## src/rtl/lfsr_leap_pkg.sv

```systemverilog
`timescale 1ns/1ps
// Shared defaults for the leap-forward pattern register.
// Assumes the tap mask describes a primitive polynomial for the width.
package lfsr_leap_pkg;
    localparam int unsigned DEF_WIDTH = 16;
    localparam logic [DEF_WIDTH-1:0] DEF_TAPS = 16'hB400;
    localparam int unsigned DEF_LEAP = 2;
endpackage

```

## src/rtl/lfsr_leap_step.sv

```systemverilog
`timescale 1ns/1ps
// Combinational leap network: applies LEAP single shifts of the
// register in one flat XOR cone. Assumes LEAP >= 1 and a nonzero tap mask.
module lfsr_leap_step #(
    parameter int unsigned WIDTH = 16,
    parameter logic [WIDTH-1:0] TAPS = 16'hB400,
    parameter int unsigned LEAP = 2
) (
    input  logic [WIDTH-1:0] cur,
    output logic [WIDTH-1:0] nxt
);
    // Unroll the one-shift feedback LEAP times.
    always_comb begin
        logic [WIDTH-1:0] s;
        s = cur;
        for (int k = 0; k < int'(LEAP); k++) begin
            s = {s[WIDTH-2:0], ^(s & TAPS)};
        end
        nxt = s;
        if (cur != '0) begin
            AST_STEP_NONZERO: assert (nxt != '0);
        end
    end
endmodule

```

## src/rtl/lfsr_leap_seed.sv

```systemverilog
`timescale 1ns/1ps
// Seed guard: passes a nonzero seed through, and replaces zero with the
// default seed (stage 0 set). Assumes WIDTH >= 2.
module lfsr_leap_seed #(
    parameter int unsigned WIDTH = 16
) (
    input  logic [WIDTH-1:0] seed_in,
    output logic [WIDTH-1:0] seed_out
);
    localparam logic [WIDTH-1:0] SEED_DEF = WIDTH'(1);

    // Substitute the default when the seed would lock the register.
    always_comb begin
        seed_out = (seed_in == '0) ? SEED_DEF : seed_in;
    end
endmodule

```

## src/rtl/lfsr_leap.sv

```systemverilog
`timescale 1ns/1ps
// Leap-forward pattern register: state advances LEAP shifts per enabled
// clock. Priority is reset, then seed load, then advance.
// Assumes a primitive tap mask and a synchronous active-low reset.
module lfsr_leap
    import lfsr_leap_pkg::*;
#(
    parameter int unsigned WIDTH = DEF_WIDTH,
    parameter logic [WIDTH-1:0] TAPS = DEF_TAPS,
    parameter int unsigned LEAP = DEF_LEAP
) (
    input  logic             clk,
    input  logic             rst_n,
    input  logic             en,
    input  logic             seed_valid,
    input  logic [WIDTH-1:0] seed,
    output logic [WIDTH-1:0] state
);
    localparam logic [WIDTH-1:0] SEED_DEF = WIDTH'(1);

    logic [WIDTH-1:0] q;
    logic [WIDTH-1:0] q_leap;
    logic [WIDTH-1:0] seed_clean;

    lfsr_leap_step #(.WIDTH(WIDTH), .TAPS(TAPS), .LEAP(LEAP)) u_step (
        .cur (q),
        .nxt (q_leap)
    );

    lfsr_leap_seed #(.WIDTH(WIDTH)) u_seed (
        .seed_in  (seed),
        .seed_out (seed_clean)
    );

    // State register with reset > load > advance priority.
    always_ff @(posedge clk) begin
        if (!rst_n) begin
            q <= SEED_DEF;
        end else if (seed_valid) begin
            q <= seed_clean;
        end else if (en) begin
            q <= q_leap;
        end
    end

    assign state = q;

    AST_NO_LOCKUP: assert property (@(posedge clk) disable iff (!rst_n)
        state != '0);
    AST_IDLE_HOLD: assert property (@(posedge clk) disable iff (!rst_n)
        (!en && !seed_valid) |=> $stable(state));
    AST_LOAD_SEED: assert property (@(posedge clk) disable iff (!rst_n)
        (seed_valid && seed != '0) |=> state == $past(seed));
    AST_ZERO_SEED: assert property (@(posedge clk) disable iff (!rst_n)
        (seed_valid && seed == '0) |=> state == SEED_DEF);
    AST_ADVANCE: assert property (@(posedge clk) disable iff (!rst_n)
        (en && !seed_valid) |=> state == $past(q_leap));
endmodule

```

## config.mk

```make
export PLATFORM = sky130hd
export DESIGN_NAME = lfsr_leap
export DESIGN_NICKNAME = d
export VERILOG_FILES = /design/src/rtl/lfsr_leap_pkg.sv /design/src/rtl/lfsr_leap_step.sv /design/src/rtl/lfsr_leap_seed.sv /design/src/rtl/lfsr_leap.sv
export SDC_FILE = /design/constraint.sdc
export NUM_CORES = 1
export LEC_CHECK = 0
export BUFFER_PORTS_ARGS = -buffer_cell sky130_fd_sc_hd__clkbuf_2
export CAP_MARGIN = 20
export CORE_UTILIZATION = 40
export DETAILED_ROUTE_END_ITERATION = 10
export PLACE_DENSITY = 0.7
export SLEW_MARGIN = 20
export SYNTH_ARGS = -nofsm -noshare
export SYNTH_HDL_FRONTEND = slang
export SYNTH_SLANG_ARGS = --single-unit
```

## constraint.sdc

```tcl
create_clock -name clk -period 1.35 [get_ports clk]
set_input_delay 0.0675 -clock clk [delete_from_list [all_inputs] [get_ports clk]]
set_output_delay 0.0675 -clock clk [all_outputs]
set_load 0.02 [all_outputs]
```

==> results by group, run 1 <==
Run status
  – Outcome: finished, final reports clean

Yosys
  – Adder-cell share of the synthesized area: 0%
  – Main combinational cell family by area after synthesis: simple AND/OR/NAND/NOR gates
  – Multiplexer area fraction after synthesis: between 10% and 20%
  – Gate Count Post-Synth: 97
  – Syn Nets: roughly 120
  – Async SR Flop Fraction: 0%
  – Post-synth top flop: dfxtp_1
  – Syn Std Cell Area: slightly below 800 µm²
  – Simple logic cell fraction of the synthesized area: between 10% and 20%
  – XOR/XNOR share of the synthesized area: around 6.6%
  – Register area share after synthesis: 40.3%
  – Number of synthesized flops with an enable pin: 0
  – Mapped Avg Cell Area: 8.20 µm²
  – Synth Register Bits: 16
  – Synth cell types: 18
  – Synth Warn #: 0
  – Synth Area in Compound Gates: ~14%

Clock tree
  – Worst skew pair latency: 0.29 ns
  – Htree depth: 1
  – CTS Buf Count: 3
  – Clock Sinks: 16
  – Setup bufs post-CTS: 0
  – Clock Tree Root: clkbuf_4
  – Max Root-Sink Buffers: 2
  – Worst-path clk slew: about 0.1 ns
  – CTS tree: built

Timing
  – Hold Fails Final Rpt: 0
  – RSZ-0062 raised after global routing: no
  – Clock skew: 0.00640 ns
  – Fin crit share: between 90% and 100%
  – Final worst-path setup slack: 0.134 ns
  – Setup TNS: 0 ns
  – Slew at the pin closest to its max-slew limit: roughly 0.52 ns
  – Fin. max-slew vios: 0
  – Max Clk Rate: 822 MHz
  – Slew headroom: roughly 65%
  – Final setup violation count: 0
  – Tmin final: 1.22 ns

Drt
  – Antenna viol nets, final: 0
  – Vias: approximately 790
  – Avg WL per Cell: 11.9 µm
  – DRC violations left: 0
  – Detailed Route WL: ~1900 µm
  – Vias/cell: 4.91
  – Detailed Routing Iterations Pass 1: 4
  – DRT iter0 DRCs: 9

Finish
  – Finished Layout Cells: 160
  – Diode count: 0
  – Share of cells above drive strength 1: 32.6%
  – Nets@finish: between 150 and 200
  – Flip-flop count of the largest register after layout: 16
  – Fillers: between 150 and 200
  – Area grow syn2layout: 32.2%

Global route
  – Initial antenna violation count: 0
  – Largest net degree at the start of global routing: 19
  – Gr ovfl total: 0
  – First-pass GRT wire length: slightly below 3000 µm
  – Total Routing Usage GR: roughly 20%
  – Vias in the first global route: 705

Floorplan
  – Site Rows: 15
  – Die Ht: approximately 47 µm
  – Die width: about 47 µm
  – Core Region: roughly 1800 µm²
  – Initial Util: 44.2%
  – Die Area: around 2200 µm²
  – Io pins: 36

Flow run
  – Max cap viols: 0

Critical path
  – Startpoint types: flip-flop
  – Worst path arrival time: ~1.4 ns
  – Crit. End Element: flip-flop
  – CP Data Required Time: approximately 1.5 ns
  – CP max FO: 5
  – Crit Path Category: flip-flop to flip-flop

Placed design
  – Placed Cells: 155
  – I/O Buffers: 35
  – RePlAce Congestion: 0.777
  – Placement Setup Slack: 0.0663 ns
  – HPWL after DPL: ~1400 µm

Power
  – Power Dens Cells: about 1000 nW/µm²
  – Max IR drop VDD: ~0.00066 V
  – LEAKAGE: between 0.5 and 0.6 nW

Worst hold path
  – Worst Hold Class: input port to flip-flop
## cell families after synthesis
| kind of cell | Yosys count |
|---|---|
| DFF | 16 |
| muxes | 14 |
| buffers and inverters | 7 |
| xor gates and xnor gates | 6 |
| and+or+nand+nor | 35 |
| AOI/OAI and AO/OA | 19 |
## where the power goes
part | total (mW) | switching [mW] | internal (mW)
registers | 0.529 | 0.0263 | 0.502
clock network | 0.330 | 0.165 | 0.164
logic | 0.244 | 0.136 | 0.108
total | 1.10 | 0.328 | 0.775
## synth_stat cells, types with 3 or more instances
cell | instances | area, µm²
xor2_1 | 3 | 26.3
nor2_1 | 29 | 109
nor4_1 | 3 | 18.8
mux2i_1 | 14 | 140
xnor2_1 | 3 | 26.3
dfxtp_1 | 16 | 320
a21oi_1 | 15 | 75.1
clkbuf_1 | 4 | 15.0
## what timing repair did
item,in CTS,in global routing
setup endpoints to repair,0,1
resized for setup,0,1
hold endpoints to repair,1,0
hold buffers,1,0
## placed cells by master, fill, tap and decap left out, types with 3 or more instances in the layout
master / netlist / layout
nor2_1: 29 / 29
clkbuf_2: 0 / 35
dfxtp_1: 16 / 15
xor2_1: 3 / 3
buf_4: 1 / 4
a21oi_1: 15 / 15
mux2i_1: 14 / 14
nor4_1: 3 / 3
xnor2_1: 3 / 3
clkbuf_4: 0 / 3
## final cells by class
type                            count  area (µm²)  area share, %
Multi-Input combinational cell     74         444           42.2
Sequential cell                    16         322           30.6
Timing Repair Buffer               40         215           20.5
Clock buffer                        4        36.3           3.45
Tap cell                           25        31.3           2.97
Inverter                            1        3.75          0.357
## per-stage QoR
stage                     power [mW]  hold WS [ns]  utilization, %  cell area (µm²)
after floorplan                0.692         0.183               -              796
after global placement         0.778         0.293            55.8             1000
after detailed placement       0.781         0.294            55.8             1000
after CTS                       1.11        0.0131            58.3             1050
after global routing            1.16        0.0207            58.4             1050
final                           1.10        0.0135            58.4             1050
## worst max-delay path, cell delays in order, from the launching register on
cell	delay [ns]
dfxtp_2	0.39
xor2_1	0.19
xnor2_1	0.09
a2111oi_1	0.37
a31oi_1	0.06
## per-layer routing
layer | wire [µm] | GRT usage (%)
met3 | 66 | 3.92
met5 | 0 | 0
met1 | 908 | 24.5
met4 | 37 | 8.82
met2 | 894 | 31.9
## worst paths after layout
path	from	end	slack, ns	depth (start not counted)
worst min-delay path	seed[8]	state[8]	0.01	3
worst max register to register	state[12]	state[0]	0.13	4
worst max-delay path	state[12]	state[0]	0.13	4
worst min register to register	state[1]	state[1]	0.62	3
No activity file was read; power rests on OpenSTA's default activity.
==> run 2, diff against run 1 <==
- CELL_PAD_IN_SITES_DETAIL_PLACEMENT: not set -> 1
- CELL_PAD_IN_SITES_GLOBAL_PLACEMENT: not set -> 2
- CORE_UTILIZATION: 40 -> 26
- PLACE_DENSITY: 0.7 -> not set
- PLACE_DENSITY_LB_ADDON: not set -> 0.1
- clock period: 1.35 -> 1.4 ns (I/O delays scaled with it)
==> run 2 against run 1 <==
  * The run now ends with DRC left
  * Clock power fell by 29%
  * Sequential share of layout area increased by 0.40 points
  * Maximum frequency down 2.2%
  * Non-clock buffer count is 1 lower
  * Combinational power decreased by 3%
  * Total power shrank 11%
==> results by group, run 2 (synthesized netlist as in run 1, its figures left out) <==
Global route
  – Total Routing Usage GR: 15.2% (-4.4 points)
  – Vias in the first global route: 804 (+14%)
  – First-pass GRT wire length: 3750 µm (+26%)
  – Largest net degree at the start of global routing: 19 (unchanged)
  – Gr ovfl total: 0 (unchanged)
  – Initial antenna violation count: 0 (unchanged)

Flow run
  – Max cap viols: 0 (unchanged)

Placed design
  – HPWL after DPL: 1810 µm (+28%)
  – Placed Cells: 160 (+3.2%)
  – RePlAce Congestion: 0.684 (-12%)
  – I/O Buffers: 35 (unchanged)

Finish
  – Flip-flop count of the largest register after layout: 16 (unchanged)
  – Commonest non-fill, non-tap cells in the layout: 35 x clkbuf_2, 29 x nor2_1, 15 x a21oi_1, 15 x dfxtp_1, 14 x mux2i_1
  – Diode count: 0 (unchanged)
  – Nets@finish: 155 (-0.64%)
  – Leading cell type in the layout, fill and taps excluded: clkbuf_2
  – Area grow syn2layout: 30.5%
  – Finished Layout Cells: 164 (+2.5%)
  – Share of cells above drive strength 1: 31.6% (-1.0 points)
  – Fillers: 352 (+88%)

Run status
  – Outcome: finished with violations
  – Failing checks: DRC

Timing
  – Fin crit share: 88.8% (-1.3 points)
  – Slew headroom: 62.9% (-2.3 points)
  – RSZ-0062 raised after global routing: no
  – Slew at the pin closest to its max-slew limit: 0.557 ns (+0.0342 ns)
  – Clock skew: 0.00323 ns (-0.00317 ns)
  – Setup TNS: 0 ns (unchanged)
  – Max Clk Rate: 804 MHz (-2.2%)
  – Final setup violation count: 0 (unchanged)
  – Fin. max-slew vios: 0 (unchanged)
  – Tmin final: 1.24 ns (+0.0268 ns)
  – Hold Fails Final Rpt: 0 (unchanged)

Critical path
  – CP max-delay cell: dfxtp_2
  – Reg2Reg Launch Point: state[12]
  – CP max stage delay: 0.38 ns (about the same)
  – FF-to-FF End: state[0]
  – Reg2Reg Depth: 4 (unchanged)
  – CP Data Required Time: 1.56 ns (+0.03 ns)
  – Crit. End Element: flip-flop
  – Crit Path Category: flip-flop to flip-flop
  – R2R Setup Slk: 0.16 ns (+0.02 ns)
  – Startpoint types: flip-flop
  – CP Cell Sequence: xor2_1 > xnor2_1 > a2111oi_1 > a31oi_1
  – Worst path arrival time: 1.41 ns (about the same)
  – CP max FO: 5 (unchanged)

Worst hold path
  – Hold EP: state[10]
  – Worst Hold Class: input port to flip-flop
  – Hold path cells: 3 (unchanged)
  – Beginning of the worst hold path: seed[10]

Floorplan
  – Io pins: 36 (unchanged)
  – Initial Util: 28.1% (-16 points)
  – Die width: 57.3 µm (+23%)
  – Die Ht: 57.3 µm (+23%)
  – Core Region: 2830 µm² (+57%)
  – Site Rows: 19 (+4)
  – Die Area: 3290 µm² (+51%)

Clock tree
  – Worst-path clk slew: 0.09 ns (about the same)
  – CTS tree: built
  – CTS Buf Count: 3 (unchanged)
  – Clock Sinks: 16 (unchanged)
  – Setup bufs post-CTS: 0 (unchanged)
  – Worst skew pair latency: 0.28 ns (about the same)
  – Htree depth: 1 (unchanged)
  – Max Root-Sink Buffers: 2 (unchanged)
  – Clock Tree Root: clkbuf_4

Drt
  – Vias/cell: 4.84 (-1.4%)
  – Vias: 793 (+1.0%)
  – Detailed Route WL: 2240 µm (+18%)
  – DRT iter0 DRCs: 33 (+24)
  – DRC violations left: 3 (+3)
  – Avg WL per Cell: 13.7 µm (+15%)
  – Detailed Routing Iterations Pass 1: 7 (+3)
  – Antenna viol nets, final: 0 (unchanged)

Power
  – Power Dens Cells: 946 nW/µm² (-9.7%)
  – LEAKAGE: 0.515 nW (-2.4%)
  – Max IR drop VDD: 0.000397 V (-40%)
## run 2: worst max path at each step
stage | start | cells past startpoint | to | slack (ns)
5_1_grt | state[12] | 4 | state[0] | 0.06
6_report | state[12] | 4 | state[0] | 0.16
2_1_floorplan | state[12] | 4 | state[0] | 0.07
3_3_place_gp | state[12] | 4 | state[0] | 0.14
4_1_cts | state[12] | 4 | state[0] | 0.06
3_5_place_dp | state[12] | 4 | state[0] | 0.08
## run 2: final cells by class
type | instances | area (µm²) | share of cell area, %
clock buffer | 3 | 22.5 | 2.17
sequential | 16 | 322 | 31.0
inverter | 1 | 3.75 | 0.361
timing repair buffer | 39 | 208 | 20.0
multi-input combinational | 74 | 444 | 42.8
tap | 31 | 38.8 | 3.73
## run 2: layer usage
layer / track usage [%] / wire, µm / up-vias / part of all wire (%)
met1: 21.4 / 1130 / 359 / 50
met3: 2.49 / 104 / 4 / 4.6
met4: 7.32 / 29 / 0 / 1.3
met5: 0 / 0 / - / 0
met2: 22.5 / 980 / 23 / 44
li1: - / - / 407 / -
## run 2: report_power, final
part	switching [mW]	total (mW)	internal, mW
Clock	0.135	0.234	0.0997
Combinational	0.135	0.237	0.102
Sequential	0.0271	0.512	0.484
## run 2: repair_timing
item / CTS / global route
hold endpoints to repair: 1 / 0
resized for setup: 0 / 1
setup endpoints to repair: 0 / 1
hold buffers: 1 / 0
## run 2: worst max-delay path, delay by kind of cell (launching register included)
kind / cells / cell delay (ns)
AOI/OAI and AO/OA: 2 / 0.45
DFF: 1 / 0.38
xor gates and xnor gates: 2 / 0.30
## run 2: through the flow
| step | util (%) | setup slack [ns] | hold slack (ns) | cell area (µm²) | power (mW) |
|---|---|---|---|---|---|
| after floorplan | - | 0.0714 | 0.185 | 796 | 0.667 |
| after global placement | 35.5 | 0.136 | 0.301 | 1000 | 0.757 |
| after detailed placement | 35.5 | 0.0785 | 0.311 | 1000 | 0.761 |
| after CTS | 36.7 | 0.0595 | 0.0270 | 1040 | 1.01 |
| after global routing | 36.7 | 0.0578 | 0.0277 | 1040 | 1.05 |
| final | 36.7 | 0.157 | 0.0394 | 1040 | 0.982 |
